### config.mk
export PLATFORM = sky130hd
export DESIGN_NAME = synth_prog_port
export DESIGN_NICKNAME = d
export VERILOG_FILES = /design/src/rtl/spp_pkg.sv /design/src/rtl/spp_sync.sv /design/src/rtl/spp_shift.sv /design/src/rtl/spp_latch.sv /design/src/rtl/synth_prog_port.sv
export SDC_FILE = /design/constraint.sdc
export NUM_CORES = 1
export LEC_CHECK = 0
export ABC_AREA = 0
export BUFFER_PORTS_ARGS = -buffer_cell sky130_fd_sc_hd__buf_2
export CAP_MARGIN = 20
export CORE_MARGIN = 2
export CORE_UTILIZATION = 51
export CTS_BUF_LIST = sky130_fd_sc_hd__clkbuf_4 sky130_fd_sc_hd__clkbuf_8
export DETAILED_ROUTE_END_ITERATION = 10
export GPL_ROUTABILITY_DRIVEN = 0
export HOLD_SLACK_MARGIN = 0.03
export PLACE_DENSITY = 0.89
export SLEW_MARGIN = 20
export SYNTH_ARGS = -nofsm -noshare
export SYNTH_HDL_FRONTEND = slang
export SYNTH_SLANG_ARGS = --single-unit
export TNS_END_PERCENT = 10
### constraint.sdc
create_clock -name clk -period 0.88 [get_ports clk]
set_input_delay 0.088 -clock clk [delete_from_list [all_inputs] [get_ports clk]]
set_output_delay 0.088 -clock clk [all_outputs]
set_load 0.01 [all_outputs]
### src/rtl/spp_pkg.sv
package spp_pkg;
  function automatic int unsigned wider(input int unsigned a, input int unsigned b);
    return (a > b) ? a : b;
  endfunction

  typedef enum logic {
    SEL_MAIN = 1'b0,
    SEL_REF  = 1'b1
  } sel_e;
endpackage

### src/rtl/spp_sync.sv
module spp_sync #(
  parameter int unsigned W      = 3,
  parameter int unsigned STAGES = 2
) (
  input  logic         clk,
  input  logic         rst,
  input  logic [W-1:0] din,
  output logic [W-1:0] lvl
);
  logic [W-1:0] pipe [STAGES];

  always_ff @(posedge clk) begin
    if (rst) begin
      for (int i = 0; i < STAGES; i++) pipe[i] <= '0;
    end else begin
      pipe[0] <= din;
      for (int i = 1; i < STAGES; i++) pipe[i] <= pipe[i-1];
    end
  end

  assign lvl = pipe[STAGES-1];
endmodule

### src/rtl/spp_shift.sv
module spp_shift #(
  parameter int unsigned W = 18
) (
  input  logic         clk,
  input  logic         rst,
  input  logic         shift_en,
  input  logic         din,
  output logic [W-1:0] data_q,
  output logic         ctrl_q
);
  always_ff @(posedge clk) begin
    if (rst) begin
      data_q <= '0;
      ctrl_q <= 1'b0;
    end else if (shift_en) begin
      data_q <= {data_q[W-2:0], ctrl_q};
      ctrl_q <= din;
    end
  end
endmodule

### src/rtl/spp_latch.sv
module spp_latch #(
  parameter int unsigned W     = 14,
  parameter logic        SENSE = 1'b1
) (
  input  logic         clk,
  input  logic         rst,
  input  logic         le_lvl,
  input  logic         le_fall,
  input  logic         ctrl,
  input  logic [W-1:0] d,
  output logic [W-1:0] q,
  output logic         upd
);
  logic hit;
  assign hit = (ctrl == SENSE);

  always_ff @(posedge clk) begin
    if (rst) begin
      q   <= '0;
      upd <= 1'b0;
    end else begin
      if (le_lvl && hit) q <= d;
      upd <= le_fall && hit;
    end
  end
endmodule

### src/rtl/synth_prog_port.sv
module synth_prog_port #(
  parameter int unsigned REF_W       = 14,
  parameter int unsigned SWAL_W      = 6,
  parameter int unsigned PROG_W      = 12,
  parameter int unsigned SYNC_STAGES = 2
) (
  input  logic              clk,
  input  logic              rst,
  input  logic              ser_clk,
  input  logic              ser_data,
  input  logic              ser_le,
  output logic [REF_W-1:0]  ref_ratio,
  output logic [SWAL_W-1:0] swallow_cnt,
  output logic [PROG_W-1:0] prog_cnt,
  output logic              ref_updated,
  output logic              main_updated
);
  import spp_pkg::*;

  localparam int unsigned MAIN_W  = SWAL_W + PROG_W;
  localparam int unsigned SHIFT_W = wider(MAIN_W, REF_W);

  logic [2:0]         pins_sync;
  logic               sclk_prev, le_prev;
  logic               sclk_rise, le_fall, le_lvl;
  logic [SHIFT_W-1:0] shreg;
  logic               ctrl_bit;
  logic [MAIN_W-1:0]  main_word;

  spp_sync #(.W(3), .STAGES(SYNC_STAGES)) u_sync (
    .clk (clk),
    .rst (rst),
    .din ({ser_le, ser_data, ser_clk}),
    .lvl (pins_sync)
  );

  always_ff @(posedge clk) begin
    if (rst) begin
      sclk_prev <= 1'b0;
      le_prev   <= 1'b0;
    end else begin
      sclk_prev <= pins_sync[0];
      le_prev   <= pins_sync[2];
    end
  end

  assign sclk_rise = pins_sync[0] & ~sclk_prev;
  assign le_lvl    = pins_sync[2];
  assign le_fall   = le_prev & ~pins_sync[2];

  spp_shift #(.W(SHIFT_W)) u_shift (
    .clk      (clk),
    .rst      (rst),
    .shift_en (sclk_rise),
    .din      (pins_sync[1]),
    .data_q   (shreg),
    .ctrl_q   (ctrl_bit)
  );

  spp_latch #(.W(REF_W), .SENSE(SEL_REF)) u_ref (
    .clk     (clk),
    .rst     (rst),
    .le_lvl  (le_lvl),
    .le_fall (le_fall),
    .ctrl    (ctrl_bit),
    .d       (shreg[REF_W-1:0]),
    .q       (ref_ratio),
    .upd     (ref_updated)
  );

  spp_latch #(.W(MAIN_W), .SENSE(SEL_MAIN)) u_main (
    .clk     (clk),
    .rst     (rst),
    .le_lvl  (le_lvl),
    .le_fall (le_fall),
    .ctrl    (ctrl_bit),
    .d       (shreg[MAIN_W-1:0]),
    .q       (main_word),
    .upd     (main_updated)
  );

  assign swallow_cnt = main_word[SWAL_W-1:0];
  assign prog_cnt    = main_word[MAIN_W-1:SWAL_W];
endmodule

==> summary.txt, run 1 <==
Place
  • IO Port Bufs: 38
  • Detailed placer's ending HPWL: 2.549 mm
  • Cells after DPL: 278

Cells and area
  • Commonest non-fill, non-tap cells in the layout: nand2b_1 (51), mux2i_1 (50), buf_6 (35)
  • Syn-to-layout area delta: 37.33%
  • Fin cells: 299
  • Area of the multi-input gates: 973.4 um^2
  • Final Core Density: 0.7171
  • Nets: 247
  • FF+latch area: 1270 um^2
  • FILL cells: 292
  • Layout cells sized above 1: 0.4332
  • N_diodes: 0
  • Commonest non-fill, non-tap cell in the layout: nand2b_1

Synth
  • Syn Area/Cell: 11.86 um^2
  • Syn nets: 194
  • Yosys Warn Count: 0
  • Post-Syn Area: 2242 um^2
  • Sequential area share after synthesis: 0.5446
  • Seq cells post-synth: 61
  • Cells after Synth: 189
  • Count of cell types in the netlist: 15

GRT
  • Number of global-route vias before repair: 1470
  • Initial antenna violation count: 0
  • Met1 usage: 0.2347
  • GRT Overall Usage: 0.1876
  • Largest net degree at the start of global routing: 40
  • First-pass GRT wire length: 7.044 mm
  • GRT overflow: 0
  • Met3 usage in global routing: 0.06638
  • Routing usage on met2: 0.2820
  • Busiest grt layer: met2

Critical path
  • R2r startpoint: u_sync.pipe[0][3]
  • CP Class: reg -> reg
  • CP endpoint kind: register
  • FF-to-FF End: u_shift.data_q[6]
  • R2r worst-path depth: 3
  • R2R setup slack: -0.09 ns
  • Arr. time, crit path: 1.23 ns
  • CP max-delay cell: dfxtp_2
  • Crit-path max cell delay: 0.33 ns
  • CP Cell Sequence: nor2b_4 > buf_12 > mux2i_1
  • Crit path max fanout: 14
  • Critical Path Start Type: register
  • WP data required: 1.14 ns

Die
  • Die area: 4943 um^2
  • Core Region: 4294 um^2
  • Row count: 24
  • Die Y: 70.31 um
  • I/O pin count: 39
  • Die Width: 70.31 um
  • Initial core utilization: 0.5221

Clocking
  • Clock Tree Buf Depth: 2
  • CTS clock-pin slew for the worst setup and hold paths: 0.06 ns
  • CTS tree: built
  • Htree depth: 3
  • Total CTS buffers: 9
  • CTS root buffer: clkbuf_8
  • Clk_lat worst skew: 0.33 ns
  • Clock sinks: 61

Timing
  • Final min period: 0.9731 ns
  • Slew Viols, Final: 0
  • Top achievable clock speed: 1.028 GHz
  • Fin. Hold Viols: 0
  • Worst hold-check slack: 0.1388 ns
  • Worst-Margin Slew: 0.1836 ns
  • Relative slew slack: 0.8741
  • RSZ-0062 raised after global routing: true
  • Crit share post-route: 1.106
  • PnR worst setup slack: -0.09310 ns
  • Final setup viols: 45
  • Clk_skew: 0.003614 ns

Run status
  • Status: complete, but fails checks
  • Failing checks: setup timing

Drt
  • Initial DRC count: 94
  • DR DRC count: 0
  • Vias/cell: 4.839
  • WL final: 4.242 mm
  • DR pass1 iterations: 4
  • Via count: 1447
  • Antenna viol nets, final: 0
  • WL per Instance: 14.19 um

Pwr
  • Max VDD drop: 1.050 mV
  • Leakage power: 0.001331 uW
  • Power per Cell Area: 1717 nW/um^2

Flow run
  • Max_cap viols: 0

Min path
  • Worst hold stages: 3
  • Hold_sp: rst
  • Worst Hold End: u_sync.pipe[0][0]
  • Hold WC Path Type: in -> reg
## metrics by stage
stage | setup slack [ns] | cell area, um^2 | setup TNS [ns] | total power, uW
2_1_floorplan | -0.07455 | 2247 | -1.594 | 2987
3_3_place_gp | -0.07457 | 2552 | -1.469 | 3041
3_5_place_dp | -0.1293 | 2552 | -2.582 | 3044
4_1_cts | -0.07325 | 2978 | -1.866 | 5347
5_1_grt | -0.1587 | 3079 | -4.774 | 5530
6_report | -0.09310 | 3079 | -1.964 | 5288
## worst max-delay path, delay by kind of cell (launching register included)
kind / cells / cell delay (ns)
mux: 1 / 0.20
simple gates: 1 / 0.19
flops: 1 / 0.33
buf+inv: 1 / 0.18
## repair_timing
item,in CTS,in global routing
hold buffers,3,0
cloned,1,0
endpoints found under the setup margin,82,85
endpoints found under the hold margin,3,0
gates resized for setup,59,19
setup buffers,0,1
## Yosys cell counts
| cell | count | area [um^2] |
|---|---|---|
| nand2_2 | 1 | 6.260 |
| buf_2 | 3 | 15.01 |
| nor2b_4 | 1 | 13.76 |
| clkbuf_1 | 3 | 11.26 |
| mux2i_1 | 50 | 500.5 |
| buf_4 | 2 | 15.01 |
| dfxtp_1 | 61 | 1221 |
| nor2b_1 | 9 | 56.30 |
| buf_6 | 2 | 22.52 |
| nor4bb_1 | 1 | 10.01 |
| nand4bb_1 | 1 | 11.26 |
| o21ai_1 | 1 | 5.000 |
| nand2b_1 | 52 | 325.3 |
| nor4b_1 | 1 | 8.760 |
| buf_12 | 1 | 20.02 |
## how the worst max path moves through the flow
stage,start,endpoint,depth (start not counted)
finish,u_sync.pipe[0][3],u_shift.data_q[6],3
global route,u_sync.pipe[0][3],u_shift.data_q[5],3
CTS,u_sync.pipe[0][3],u_shift.data_q[13],3
detailed placement,u_shift.ctrl_q,u_main.q[6],3
global placement,u_sync.pipe[0][5],u_main.q[10],3
floorplan,u_sync.pipe[0][3],u_shift.data_q[1],4
## layer usage
metal  vias to the layer above  share of wire
met5                         -              0
li1                        732              -
met3                         7          0.044
met2                        31           0.51
met4                         0          0.017
met1                       677           0.43
## cell type report
class                           instances  share of cell area
Tap cell                               52             0.02113
Sequential cell                        61              0.4124
Timing Repair Buffer                   53              0.1898
Multi-Input combinational cell        117              0.3161
Clock inverter                          1            0.001625
Clock buffer                           15             0.05892
## registers in the layout, summed over array words and instances (netlist names)
name            count
le_prev             1
sclk_prev           1
u_ref.upd           1
u_main.upd          1
u_ref.q            14
u_shift.ctrl_q      1
u_shift.data_q     18
u_main.q           18
u_sync.pipe         6
## logic make-up (layout without fill, tap and decap cells)
| kind of cell | after synthesis | after routing | share of synthesized area |
|---|---|---|---|
| mux | 50 | 50 | 0.2232 |
| buf+inv | 11 | 69 | 0.03738 |
| compound gates | 1 | 1 | 0.002230 |
| simple gates | 66 | 66 | 0.1925 |
| flops | 61 | 61 | 0.5446 |
## power breakdown
| part | total (uW) | switching (uW) | internal [uW] |
|---|---|---|---|
| logic | 225 | 87.6 | 137 |
| clock network | 2280 | 980 | 1300 |
| registers | 2780 | 9.60 | 2770 |
| total | 5290 | 1080 | 4210 |
No activity file was read; power rests on OpenSTA's default activity.
==> inputs of run 2 (changes only) <==
--- a/config.mk
+++ b/config.mk
@@ -14,7 +14,7 @@
 export DETAILED_ROUTE_END_ITERATION = 10
 export GPL_ROUTABILITY_DRIVEN = 0
 export HOLD_SLACK_MARGIN = 0.03
-export PLACE_DENSITY = 0.89
+export PLACE_DENSITY = 0.86
 export SLEW_MARGIN = 20
 export SYNTH_ARGS = -nofsm -noshare
 export SYNTH_HDL_FRONTEND = slang
==> constraint.sdc (replaced) <==
create_clock -name clk -period 1.14 [get_ports clk]
set_input_delay 0.114 -clock clk [delete_from_list [all_inputs] [get_ports clk]]
set_output_delay 0.114 -clock clk [all_outputs]
set_load 0.01 [all_outputs]
==> summary.txt, run 2 (synthesis gave the netlist of run 1 again) <==
Run status
  • Status: complete, no violations

Timing
  • RSZ-0062 raised after global routing: true
  • Fin. Hold Viols: 0 (unchanged)
  • Clk_skew: 0.008630 ns (+0.005015 ns)
  • Worst-Margin Slew: 0.2387 ns (+0.05516 ns)
  • Relative slew slack: 0.8386 (-0.03551)
  • Top achievable clock speed: 0.9204 GHz (-10%)
  • Slew Viols, Final: 0 (unchanged)
  • Crit share post-route: 0.9531 (-0.1527)
  • PnR worst setup slack: 0.05350 ns (+0.1466 ns)
  • Final setup viols: 0 (-100%)
  • Post-route setup TNS: 0 ns (+1.964 ns)
  • Final min period: 1.086 ns (+0.1134 ns)

GRT
  • Largest net degree at the start of global routing: 63 (+57%)
  • Number of global-route vias before repair: 1347 (-8.4%)
  • Initial antenna violation count: 0 (unchanged)
  • GRT Overall Usage: 0.1655 (-0.02212)
  • First-pass GRT wire length: 6.258 mm (-11%)
  • GRT overflow: 0 (unchanged)

Critical path
  • Crit-path max cell delay: 0.41 ns (+0.08 ns)
  • Critical Path Start Type: register
  • CP max-delay cell: dfxtp_1
  • WP data required: 1.39 ns (+0.25 ns)
  • CP endpoint kind: register
  • Crit-path leading delay family: flip-flops
  • Arr. time, crit path: 1.34 ns (+0.11 ns)
  • CP Cell Sequence: nand2b_1 > buf_12 > mux2i_1
  • Crit path max fanout: 8 (-6)
  • WP buf/inv: 1 (unchanged)
  • R2r startpoint: u_shift.ctrl_q
  • CP Class: reg -> reg
  • Worst setup startpoint: u_shift.ctrl_q

Clocking
  • Clock sinks: 61 (unchanged)
  • Total CTS buffers: 9 (unchanged)
  • Clock Tree Buf Depth: 2 (unchanged)
  • CTS clock-pin slew for the worst setup and hold paths: 0.07 ns (about the same)
  • CTS root buffer: clkbuf_8
  • Htree depth: 3 (unchanged)
  • Clk_lat worst skew: 0.33 ns (about the same)
  • CTS tree: built

Min path
  • Hold WC Path Type: in -> reg
  • Hold_sp: rst

Cells and area
  • Final Cell Area: 2769 um^2 (-10%)
  • N_diodes: 0 (unchanged)
  • Commonest non-fill, non-tap cell in the layout: dfxtp_1
  • Commonest non-fill, non-tap cells in the layout: dfxtp_1 (60), nand2b_1 (52), mux2i_1 (50)
  • Nets: 241 (-2.4%)
  • Area of the multi-input gates: 937.1 um^2 (-3.7%)
  • Top flop regs: u_main.q: 18 flops, u_shift.data_q: 18 flops, u_ref.q: 14 flops
  • Layout cells sized above 1: 0.2614 (-0.1718)
  • FILL cells: 351 (+20%)
  • Final Core Density: 0.6448 (-0.07226)
  • FF+latch area: 1222 um^2 (-3.7%)
  • Syn-to-layout area delta: 23.49%

Die
  • Die Y: 70.31 um (unchanged)
  • Core Region: 4294 um^2 (unchanged)
  • Die area: 4943 um^2 (unchanged)
  • Die Width: 70.31 um (unchanged)
  • I/O pin count: 39 (unchanged)
  • Row count: 24 (unchanged)
  • Initial core utilization: 0.5221 (unchanged)

Drt
  • DR pass1 iterations: 4 (unchanged)
  • WL final: 3.692 mm (-13%)
  • Vias/cell: 4.761 (-1.6%)
  • Initial DRC count: 52 (-45%)
  • Via count: 1395 (-3.6%)
  • Antenna viol nets, final: 0 (unchanged)
  • WL per Instance: 12.60 um (-11%)
  • DR DRC count: 0 (unchanged)

Place
  • IO Port Bufs: 38 (unchanged)
  • Detailed placer's ending HPWL: 2.367 mm (-7.1%)
  • Placed inst area: 2509 um^2 (-1.7%)
  • Dpl ws: 0.06515 ns (+0.1945 ns)

Pwr
  • Max VDD drop: 0.9876 mV (-6.0%)
  • Power per Cell Area: 1604 nW/um^2 (-6.6%)
  • Leakage power: 0.001269 uW (-4.6%)

Flow run
  • Max_cap viols: 0 (unchanged)
-- run 2: cell types whose count changed in the layout (fill, tap and decap cells not counted), moves of 2 or more --
cell,previous run,this run
clkbuf_4,4,1
dfxtp_1,26,60
bufinv_16,0,2
dfxtp_4,2,0
dfxtp_2,33,1
buf_4,4,2
buf_2,6,38
buf_6,35,0
-- run 2: worst paths after layout --
kind                       end  slack (ns)  cells after the start
max                u_main.q[7]        0.05                      3
min          u_sync.pipe[0][5]        0.21                      3
max reg2reg        u_main.q[7]        0.05                      3
min reg2reg  u_sync.pipe[0][3]        0.45                      1
-- run 2: per-stage QoR --
| step | power [uW] | hold slack [ns] | cells |
|---|---|---|---|
| 6_report | 4441 | 0.2062 | 293 |
| 5_1_grt | 4596 | 0.2303 | 293 |
| 4_1_cts | 4507 | 0.2007 | 293 |
| 3_5_place_dp | 2335 | 0.3276 | 274 |
| 3_3_place_gp | 2335 | 0.3302 | 274 |
| 2_1_floorplan | 2304 | 0.2422 | 189 |
-- run 2: what timing repair did --
item,CTS,global route
setup buffers,0,0
gates resized for setup,0,1
endpoints found under the setup margin,0,10
hold endpoints to repair,3,0
hold buffers,3,0
-- run 2: layout make-up --
cell class | count | area share
clock buffer | 12 | 0.05739
clock inverter | 4 | 0.02530
timing repair buffer | 47 | 0.1139
tap | 52 | 0.02350
multi-input combinational | 117 | 0.3385
sequential | 61 | 0.4415
-- run 2: routing by layer --
metal  GRT usage  vias to the layer above  routed length (um)
met5           0                        -                   0
met4     0.07051                        0                  40
met3     0.08081                        4                 209
met2      0.2453                       31                1701
met1      0.2035                      642                1740
li1            -                      718                   -
-- run 2: worst reg2reg max path, delay by kind of cell (launching register included) --
kind | cells | cell delay [ns]
buffers and inverters | 1 | 0.16
AND/OR/NAND/NOR | 1 | 0.22
flip-flops | 1 | 0.41
multiplexers | 1 | 0.22
-- run 2: power by group --
group / internal [uW] / switching [uW] / leakage [uW]
combinational: 86.0 / 57.9 / 0.000656
sequential: 2140 / 6.17 / 0.000493
clock: 1370 / 779 / 0.000120
